## config.mk

```make
export PLATFORM = sky130hd
export DESIGN_NAME = los_monitor
export DESIGN_NICKNAME = d
export VERILOG_FILES = /design/src/rtl/los_pkg.sv /design/src/rtl/los_zero_run.sv /design/src/rtl/los_density_win.sv /design/src/rtl/los_burst_win.sv /design/src/rtl/los_monitor.sv
export SDC_FILE = /design/constraint.sdc
export NUM_CORES = 1
export LEC_CHECK = 0
export CAP_MARGIN = 5
export CORE_ASPECT_RATIO = 1.75
export CORE_MARGIN = 8
export CORE_UTILIZATION = 62
export DETAILED_ROUTE_END_ITERATION = 12
export PLACE_DENSITY = 0.8
export RECOVER_POWER = 100
export SYNTH_ARGS = -nofsm -noshare
export SYNTH_HDL_FRONTEND = slang
export SYNTH_SLANG_ARGS = --single-unit
```

## constraint.sdc

```tcl
create_clock -name clk_i -period 8.1 [get_ports clk_i]
set_input_delay 1.62 -clock clk_i [delete_from_list [all_inputs] [get_ports clk_i]]
set_output_delay 1.62 -clock clk_i [all_outputs]
set_load 0.01 [all_outputs]
```

## src/rtl/los_pkg.sv

```systemverilog
package los_pkg;

    typedef enum logic [1:0] {
        LM_E1  = 2'd0,
        LM_T1  = 2'd1,
        LM_EXT = 2'd2
    } los_mode_e;

    // Extended control wins over the line-type select
    function automatic los_mode_e pick_mode(input logic ext, input logic t1);
        if (ext)     return LM_EXT;
        else if (t1) return LM_T1;
        else         return LM_E1;
    endfunction

endpackage

```

## src/rtl/los_zero_run.sv

```systemverilog
module los_zero_run #(
    parameter int RUN_MAX = 2048,
    localparam int W = $clog2(RUN_MAX + 1)
) (
    input  logic         clk_i,
    input  logic         rst_i,
    input  logic         flush_i,
    input  logic         mark_i,
    output logic [W-1:0] run_nx_o
);
    localparam logic [W-1:0] SAT = W'(RUN_MAX);

    logic [W-1:0] run_d, run_q;

    always_comb begin
        if (mark_i)           run_nx_o = '0;
        else if (run_q == SAT) run_nx_o = SAT;
        else                   run_nx_o = run_q + W'(1);
        run_d = flush_i ? '0 : run_nx_o;
    end

    always_ff @(posedge clk_i) begin
        if (rst_i) run_q <= '0;
        else       run_q <= run_d;
    end

endmodule

```

## src/rtl/los_density_win.sv

```systemverilog
module los_density_win #(
    parameter int WIN      = 32,
    parameter int MIN_MARK = 4,
    parameter int MAX_ZRUN = 15,
    localparam int CW = $clog2(WIN + 1)
) (
    input  logic clk_i,
    input  logic rst_i,
    input  logic flush_i,
    input  logic mark_i,
    output logic pass_o
);
    logic [WIN-1:0] hist_d, hist_q;
    logic [WIN-1:0] win_nx;
    logic [CW-1:0]  marks;
    logic           long_gap;

    always_comb begin
        win_nx   = {hist_q[WIN-2:0], mark_i};
        marks    = '0;
        long_gap = 1'b0;
        for (int i = 0; i < WIN; i++) begin
            marks = marks + CW'(win_nx[i]);
        end
        for (int i = 0; i + MAX_ZRUN + 1 <= WIN; i++) begin
            if (win_nx[i +: MAX_ZRUN + 1] == '0) long_gap = 1'b1;
        end
        pass_o = (marks >= CW'(MIN_MARK)) && !long_gap;
        hist_d = flush_i ? '0 : win_nx;
    end

    always_ff @(posedge clk_i) begin
        if (rst_i) hist_q <= '0;
        else       hist_q <= hist_d;
    end

endmodule

```

## src/rtl/los_burst_win.sv

```systemverilog
module los_burst_win #(
    parameter int WIN      = 175,
    parameter int MIN_MARK = 22,
    localparam int PW = $clog2(WIN + 1)
) (
    input  logic clk_i,
    input  logic rst_i,
    input  logic flush_i,
    input  logic arm_i,
    input  logic mark_i,
    output logic pass_o
);
    typedef struct packed {
        logic          open;
        logic [PW-1:0] pos;
        logic [PW-1:0] cnt;
    } win_t;

    win_t          st_d, st_q;
    logic          live;
    logic          last;
    logic [PW-1:0] pos_nx;
    logic [PW-1:0] cnt_nx;

    always_comb begin
        live   = st_q.open || mark_i;
        pos_nx = st_q.open ? st_q.pos + PW'(1) : PW'(1);
        cnt_nx = st_q.open ? st_q.cnt + PW'(mark_i) : PW'(1);
        last   = live && (pos_nx == PW'(WIN));
        pass_o = arm_i && last && (cnt_nx >= PW'(MIN_MARK));
        if (flush_i || !arm_i || !live || last) begin
            st_d = '0;
        end else begin
            st_d.open = 1'b1;
            st_d.pos  = pos_nx;
            st_d.cnt  = cnt_nx;
        end
    end

    always_ff @(posedge clk_i) begin
        if (rst_i) st_q <= '0;
        else       st_q <= st_d;
    end

endmodule

```

## src/rtl/los_monitor.sv

```systemverilog
module los_monitor #(
    parameter int E1_SET       = 32,
    parameter int E1_WIN       = 32,
    parameter int E1_MIN_MARKS = 4,
    parameter int E1_MAX_ZRUN  = 15,
    parameter int T1_SET       = 175,
    parameter int T1_WIN       = 175,
    parameter int T1_MIN_MARKS = 22,
    parameter int EXT_SET      = 2048,
    parameter int EXT_CLR      = 33
) (
    input  logic clk_i,
    input  logic rst_i,
    input  logic mark_i,
    input  logic lvl_ok_i,
    input  logic line_t1_i,
    input  logic ext_mode_i,
    output logic los_o,
    output logic use_mclk_o,
    output logic data_o
);
    import los_pkg::*;

    localparam int RUN_MAX_A = (E1_SET > T1_SET) ? E1_SET : T1_SET;
    localparam int RUN_MAX   = (RUN_MAX_A > EXT_SET) ? RUN_MAX_A : EXT_SET;
    localparam int RUN_W     = $clog2(RUN_MAX + 1);
    localparam int ACT_W     = $clog2(EXT_CLR + 1);
    localparam logic [ACT_W-1:0] ACT_SAT = ACT_W'(EXT_CLR);

    typedef struct packed {
        los_mode_e        mode;
        logic             los;
        logic             mclk;
        logic [ACT_W-1:0] act;
    } ctl_t;

    ctl_t             ctl_d, ctl_q;
    los_mode_e        mode_now;
    logic             flush;
    logic             set_evt;
    logic             clr_evt;
    logic             run_flush;
    logic [RUN_W-1:0] run_nx;
    logic [RUN_W-1:0] thr;
    logic [ACT_W-1:0] act_nx;
    logic             e1_pass;
    logic             t1_pass;

    los_zero_run #(
        .RUN_MAX (RUN_MAX)
    ) i_zero_run (
        .clk_i    (clk_i),
        .rst_i    (rst_i),
        .flush_i  (run_flush),
        .mark_i   (mark_i),
        .run_nx_o (run_nx)
    );

    los_density_win #(
        .WIN      (E1_WIN),
        .MIN_MARK (E1_MIN_MARKS),
        .MAX_ZRUN (E1_MAX_ZRUN)
    ) i_density_win (
        .clk_i   (clk_i),
        .rst_i   (rst_i),
        .flush_i (flush),
        .mark_i  (mark_i),
        .pass_o  (e1_pass)
    );

    los_burst_win #(
        .WIN      (T1_WIN),
        .MIN_MARK (T1_MIN_MARKS)
    ) i_burst_win (
        .clk_i   (clk_i),
        .rst_i   (rst_i),
        .flush_i (flush),
        .arm_i   (ctl_q.los),
        .mark_i  (mark_i),
        .pass_o  (t1_pass)
    );

    always_comb begin
        mode_now = pick_mode(ext_mode_i, line_t1_i);
        flush    = (mode_now != ctl_q.mode);

        unique case (ctl_q.mode)
            LM_T1:   thr = RUN_W'(T1_SET);
            LM_EXT:  thr = RUN_W'(EXT_SET);
            default: thr = RUN_W'(E1_SET);
        endcase

        if (!lvl_ok_i)              act_nx = '0;
        else if (ctl_q.act == ACT_SAT) act_nx = ACT_SAT;
        else                        act_nx = ctl_q.act + ACT_W'(1);

        clr_evt = 1'b0;
        if (ctl_q.los && !flush) begin
            unique case (ctl_q.mode)
                LM_T1:   clr_evt = t1_pass;
                LM_EXT:  clr_evt = (act_nx >= ACT_SAT);
                default: clr_evt = e1_pass && lvl_ok_i;
            endcase
        end
        set_evt   = !ctl_q.los && !flush && (run_nx >= thr);
        run_flush = flush || clr_evt;

        ctl_d.mode = mode_now;
        ctl_d.los  = flush || set_evt || (ctl_q.los && !clr_evt);
        ctl_d.mclk = ctl_q.los;
        ctl_d.act  = (flush || !ctl_q.los || clr_evt) ? '0 : act_nx;
    end

    always_ff @(posedge clk_i) begin
        if (rst_i) begin
            ctl_q.mode <= pick_mode(ext_mode_i, line_t1_i);
            ctl_q.los  <= 1'b1;
            ctl_q.mclk <= 1'b1;
            ctl_q.act  <= '0;
        end else begin
            ctl_q <= ctl_d;
        end
    end

    assign los_o      = ctl_q.los;
    assign use_mclk_o = ctl_q.mclk;
    assign data_o     = mark_i;

endmodule

```

Yosys cells after proc, flatten, opt, wreduce, memory -nomap -nowiden
Cells that the tools add are included. W data, S select, Z words.

Output and inout bits: 3. Bits in registers: 70.

Equality and inequality tests: 6. Reduce and logical (&&, ||, !) cells: 43. Order comparisons: 4. Add/subtract/negate cells: 35. Muxes and demuxes: 29.

Operators with widths (number): $logic_not A16 Y1 (17); $add A6 B1 Y6 (29); $mux W12 (2); $pmux W12 S2 (1); $mux W1 (19); $mux W17 (1); $mux W8 (2); $add A12 B1 Y12 const B (1); $eq A12 B12 Y1 const B (1); $ge A12 B12 Y1 (1); $mux W6 (2); $logic_and A1 B1 Y1 (9); $add A8 B1 Y8 (1); $add A8 B1 Y8 const B (1); $eq A8 B8 Y1 const B (1); $ge A8 B5 Y1 const B (1); $logic_or A1 B1 Y1 (8); $reduce_or A2 Y1 (4); $add A6 B1 Y6 const B (1); $eq A6 B6 Y1 const B (1); $ge A6 B3 Y1 const B (1); $ge A6 B6 Y1 const B (1); $logic_not A1 Y1 (5); $add A2 B1 Y3 (1); 6 further kinds (6).

Logic depth before layout (Yosys ltp)
Gate-level depths: netlist of run 1.

Word-level depth: 39. Depth in mapped cells: 21. Depth with buffers taken out: 19.

By module
Synthesis of run 1 repeated with hierarchy kept, for this count alone.

Cells, all modules: 455. Area total of the unflattened synthesis: 4201.5 µm².

Modules (own cells, without submodules): los_density_win (sequential area each 620.6 µm², area an instance 1850.5 µm², cells an instance 191, instances 1); los_burst_win (sequential area each 340.3 µm², area an instance 858.3 µm², cells an instance 98, instances 1); los_monitor (sequential area each 200.2 µm², area an instance 827.0 µm², cells an instance 84, instances 1); los_zero_run (sequential area each 240.2 µm², area an instance 665.6 µm², cells an instance 82, instances 1).

Worst setup path after synthesis of run 1
No wires, ideal clock.

Path type: input to register. Start: input mark_i. End: register i_zero_run.run_q[9]. Stages on the path: 18. Setup time: 123 ps. Setup slack: 1044 ps. Data arrival time: 6933 ps. Required time: 7977 ps. Path buffers: 2. Cell sequence: clkbuf_1 -> inv_1 -> fa_1 -> fa_1 -> fa_1 -> fa_1 -> fa_1 -> fa_1 -> fa_1 -> inv_1 -> ha_1 -> fa_1 -> and3_1 -> o21ai_0 -> nand4b_2 -> o311ai_2 -> buf_6 -> nor3_4.

Cells in the longest elaborated chain, start to end: 38.

Ends and longest elaborated chain: start: declaration (line los_monitor.sv:14) `input logic mark_i,`; $add A1 B1 Y2 (line los_density_win.sv:23) `marks = marks + CW'(win_nx[i]);`; $add A2 B1 Y3 (line los_density_win.sv:23); $add A6 B1 Y6 (29 in a row) (line los_density_win.sv:23); $ge A6 B3 Y1 (line los_density_win.sv:28) `pass_o = (marks >= CW'(MIN_MARK)) && !long_gap;`; $logic_and A1 B1 Y1 (line los_density_win.sv:28); $logic_and A1 B1 Y1 (line los_monitor.sv:102) `default: clr_evt = e1_pass && lvl_ok_i;`; $pmux W1 S2 (line los_monitor.sv:99) `unique case (ctl_q.mode)`; $mux W1 (line los_monitor.sv:98) `if (ctl_q.los && !flush) begin`; $logic_or A1 B1 Y1 (line los_monitor.sv:106) `run_flush = flush || clr_evt;`; $reduce_or A2 Y1 (no line); end signal: assignment (line los_zero_run.sv:24) `else run_q <= run_d;`; end: declaration (line los_zero_run.sv:13) `logic [W-1:0] run_d, run_q;`.

Parallel ways exist; a longest one is shown, timed or not. A chain may end at the register's enable or synchronous reset.

Worst setup path in the final report of run 1
Ends and elaborated chain as after synthesis.

==> results of run 1 <==
## flip-flops by register name, indices dropped and copies added, names as in the netlist
| name | count |
|---|---|
| ctl_q | 8 |
| i_burst_win.st_q | 17 |
| i_zero_run.run_q | 12 |
| use_mclk_o | 1 |
| los_o | 1 |
| i_density_win.hist_q | 31 |
## worst register-to-register path: cells and delay by family (launching register included)
family	cells	cell delay (ps)
fa+ha+maj	9	4020
compound gates	2	520
simple gates	3	410
flops	1	350
buf+inv	3	370
## kinds of logic (layout without fill, tap and decap cells)
family / Yosys count / after routing
compound gates: 42 / 42
xor+xnor: 27 / 27
simple gates: 180 / 180
buf+inv: 74 / 92
fa+ha+maj: 48 / 48
flops: 70 / 70
## placed cells by master (no fill, tap or decap), drive strengths merged, types with 2 or more instances in the layout
| cell type | instances |
|---|---|
| o311ai | 3 |
| or3 | 10 |
| a31oi | 2 |
| o21ai | 8 |
| xor2 | 15 |
| nor2 | 34 |
| fa | 24 |
| and2 | 14 |
| inv | 64 |
| dlygate4sd3 | 6 |
| nor4 | 13 |
| nor2b | 4 |
| a2bb2oi | 2 |
| o211ai | 2 |
| or2 | 2 |
| nor3 | 37 |
| dfxtp | 70 |
| nand4b | 2 |
| clkdlybuf4s50 | 2 |
| clkinv | 3 |
| clkbuf | 12 |
| a21oi | 7 |
| o31ai | 4 |
| nand4 | 2 |
| xnor2 | 12 |
| a211oi | 2 |
| and3 | 10 |
| nand2 | 23 |
| nand3 | 17 |
| buf | 3 |
| ha | 24 |
| or4 | 7 |
| bufinv | 2 |
## metrics by stage
step | hold WS (ps) | worst slack, ps
after floorplan | 457.6 | 1044
after CTS | 497.2 | 924.8
final | 491.3 | 781.9
after global placement | 481.3 | 691.2
after detailed placement | 489.4 | 539.2
after global routing | 530.8 | 516.3
## cell usage after synthesis (4+ instances only)
| library cell | number | area, um^2 |
|---|---|---|
| fa_1 | 24 | 480.5 |
| nor3_1 | 35 | 175.2 |
| nor2_1 | 34 | 127.6 |
| and3_1 | 10 | 62.56 |
| ha_1 | 24 | 300.3 |
| o21ai_0 | 8 | 40.04 |
| o31ai_1 | 4 | 30.03 |
| or4_1 | 6 | 45.04 |
| inv_1 | 64 | 240.2 |
| or3_1 | 10 | 62.56 |
| a21oi_1 | 7 | 35.03 |
| dfxtp_1 | 70 | 1401 |
| xnor2_1 | 12 | 105.1 |
| xor2_1 | 15 | 131.4 |
| and2_1 | 14 | 87.58 |
| nor4_1 | 13 | 81.33 |
| nand3_1 | 17 | 85.08 |
| clkbuf_1 | 8 | 30.03 |
| nand2_1 | 23 | 86.33 |
| nor2b_1 | 4 | 25.02 |
## power breakdown
part | switching, mW | internal (mW) | leakage (nW)
clock | 0.126 | 0.170 | 0.106
sequential | 0.00207 | 0.346 | 0.565
combinational | 0.0203 | 0.0122 | 1.21
## layer usage
layer / wire length, um / global-route usage / vias to the layer above
met2: 4665 / 0.3608 / 70
met5: 0 / 0 / -
met3: 333 / 0.04867 / 27
met4: 365 / 0.1138 / 0
li1: - / - / 1533
met1: 3210 / 0.1980 / 1495
## cell type report
| cell class | count | area [um^2] | share of cell area |
|---|---|---|---|
| Clock buffer | 10 | 127.6 | 0.02944 |
| Clock inverter | 5 | 75.07 | 0.01732 |
| Inverter | 64 | 240.2 | 0.05541 |
| Multi-Input combinational cell | 297 | 2281 | 0.5261 |
| Sequential cell | 70 | 1401 | 0.3232 |
| Tap cell | 80 | 100.1 | 0.02309 |
| Timing Repair Buffer | 13 | 110.1 | 0.02540 |
## worst max path at each step
stage | start | endpoint | slack, ps | cells past startpoint
after CTS | mark_i | ctl_q[3] | 920 | 17
after global placement | mark_i | i_zero_run.run_q[8] | 690 | 18
after floorplan | mark_i | i_zero_run.run_q[9] | 1040 | 18
final | mark_i | i_zero_run.run_q[9] | 780 | 18
after global routing | mark_i | i_zero_run.run_q[3] | 520 | 19
after detailed placement | mark_i | ctl_q[3] | 540 | 17
==> flow_metrics.py, run 1 <==
metrics = {
    "status": {
        "status": "completed",
    },
    "synth": {
        "synthCells": 441,
        "synth-simple-area-share": 0.2431,
        "synth-adder-area-share": 0.1957,
        "synthMuxAreaShare": 0,
        "seq_area_frac_synth": 0.3513,
        "synth_xor_area_frac": 0.05928,
        "ys_ff_latch": 70,
        "yosysWarnings": 0,
        "synth.avg_cell_area_um2": 9.045,
        "yosys_most_used_dff": "dfxtp_1",
        "async_flop_share": 0,
        "synth_compound_area_frac": 0.07811,
        "synth_top_family_by_area": "simple AND/OR/NAND/NOR gates",
        "yosysUniqueCellTypes": 52,
        "synth-edff-count": 0,
        "syn-num-nets": 495,
        "synthesis.area_um2": 3989,
    },
    "routing": {
        "wirelength_um": 8574,
        "wl_per_cell_um": 15.91,
        "ant_nets": 0,
        "remaining_drc_errors": 0,
        "drt-pass1-iter-count": 4,
        "via_per_inst": 5.798,
        "dr.first_iter.drc_count": 242,
        "vias": 3125,
    },
    "cells_and_area": {
        "fin_cells": 539,
        "final_nets": 509,
        "fill_cells": 501,
        "diodes": 0,
        "fin_util": 0.6961,
        "areaGrowthSynthToFinish_pct": 8.689,
        "final_area_um2": 4335,
        "drive_gt1_frac": 0.05011,
    },
    "clock_tree": {
        "cts_resized": 0,
        "cts_tree": "done",
        "cts_buffers": 9,
        "cts_setup_buffers": 0,
        "h-tree-depth": 3,
        "cts_sinks": 70,
        "clock_path_buffers": 2,
        "root_buffer": "clkbuf_8",
        "cts_hold_buf": 0,
        "path_clk_slew_ps": 80,
        "clk_latency_ps": 360,
    },
    "worst_setup_path": {
        "path_buf_inv": 4,
        "critPathMaxStageDelay_ps": 560,
        "endpoint_kind": "register",
        "required_ps": 8340,
        "rrSetupSlack_ps": 2330,
        "crit_chain": "dlygate4sd3_1 -> inv_1 -> fa_1 -> fa_1 -> fa_1 -> fa_1 -> fa_1 -> fa_1 -> fa_1 -> inv_1 -> ha_1 -> fa_1 -> and3_1 -> o21ai_0 -> nand4b_2 -> o311ai_0 -> buf_4 -> nor3_1",
        "r2r_cells": 17,
        "r2r_end": "i_zero_run.run_q[9]",
        "cp_max_fo": 12,
        "critPathKind": "primary input to register",
        "crit_top_cell": "fa_1",
        "reg2reg_from": "i_density_win.hist_q[1]",
        "start_kind": "primary input",
        "critPathSlowestCell": "fa_1",
        "cp_top_family": "adder cells",
        "worst_ep_arrival_time_ps": 7560,
    },
    "placed_design": {
        "dpl.cell_count": 524,
        "hpwlAfterDp_um": 6564,
        "gp_congestion": 0.9080,
        "dpl-instance-area_um2": 4164,
        "place.port_buffers": 8,
    },
    "floorplan": {
        "die_h_um": 122.1,
        "core_um2": 6228,
        "fp.dieW_um": 76.63,
        "io_pins": 9,
        "start_util": 0.6404,
        "std_cell_rows": 38,
        "die_area_um2": 9357,
    },
    "grt": {
        "antenna_found_initial": 0,
        "gr-total-overflow": 0,
        "grt_pass1_wl_um": 14450,
        "grt_util_all_layers": 0.1969,
        "grt_pass1_vias": 2995,
        "grt_start_max_net_pins": 27,
    },
    "sta": {
        "fin_crit_ps": 7318,
        "grt_setup_unrepaired": "no",
        "relSlewSlack": 0.1707,
        "fin_skew_ps": 11.23,
        "setup_viol": 0,
        "slew_viol_final": 0,
        "finalSetupTns_ps": 0,
        "fmax_ghz": 0.1366,
        "final_hold_viol_count": 0,
        "fin_crit_sh": 0.9035,
        "worstMarginPinSlew_ps": 1244,
    },
    "min_path": {
        "hold_path_end": "i_density_win.hist_q[2]",
        "hp-class": "register to register",
        "min_path_cells": 2,
        "min_from": "i_density_win.hist_q[1]",
    },
    "power": {
        "p_per_area_nw_per_um2": 156.1,
        "ir_drop_mv": 0.1489,
        "total_power_mw": 0.6767,
        "p_leak_nw": 1.879,
    },
    "run": {
        "drv_cap": 0,
    },
}
Note: power is estimated with default switching activity, not from simulation.
==> run 2, diff against run 1 <==
- GPL_TIMING_DRIVEN: unset -> 1
- SETUP_SLACK_MARGIN: unset -> 0.05
==> results of run 2 <==
Same layout as run 1: the final DEF is identical, and so are final timing and power.
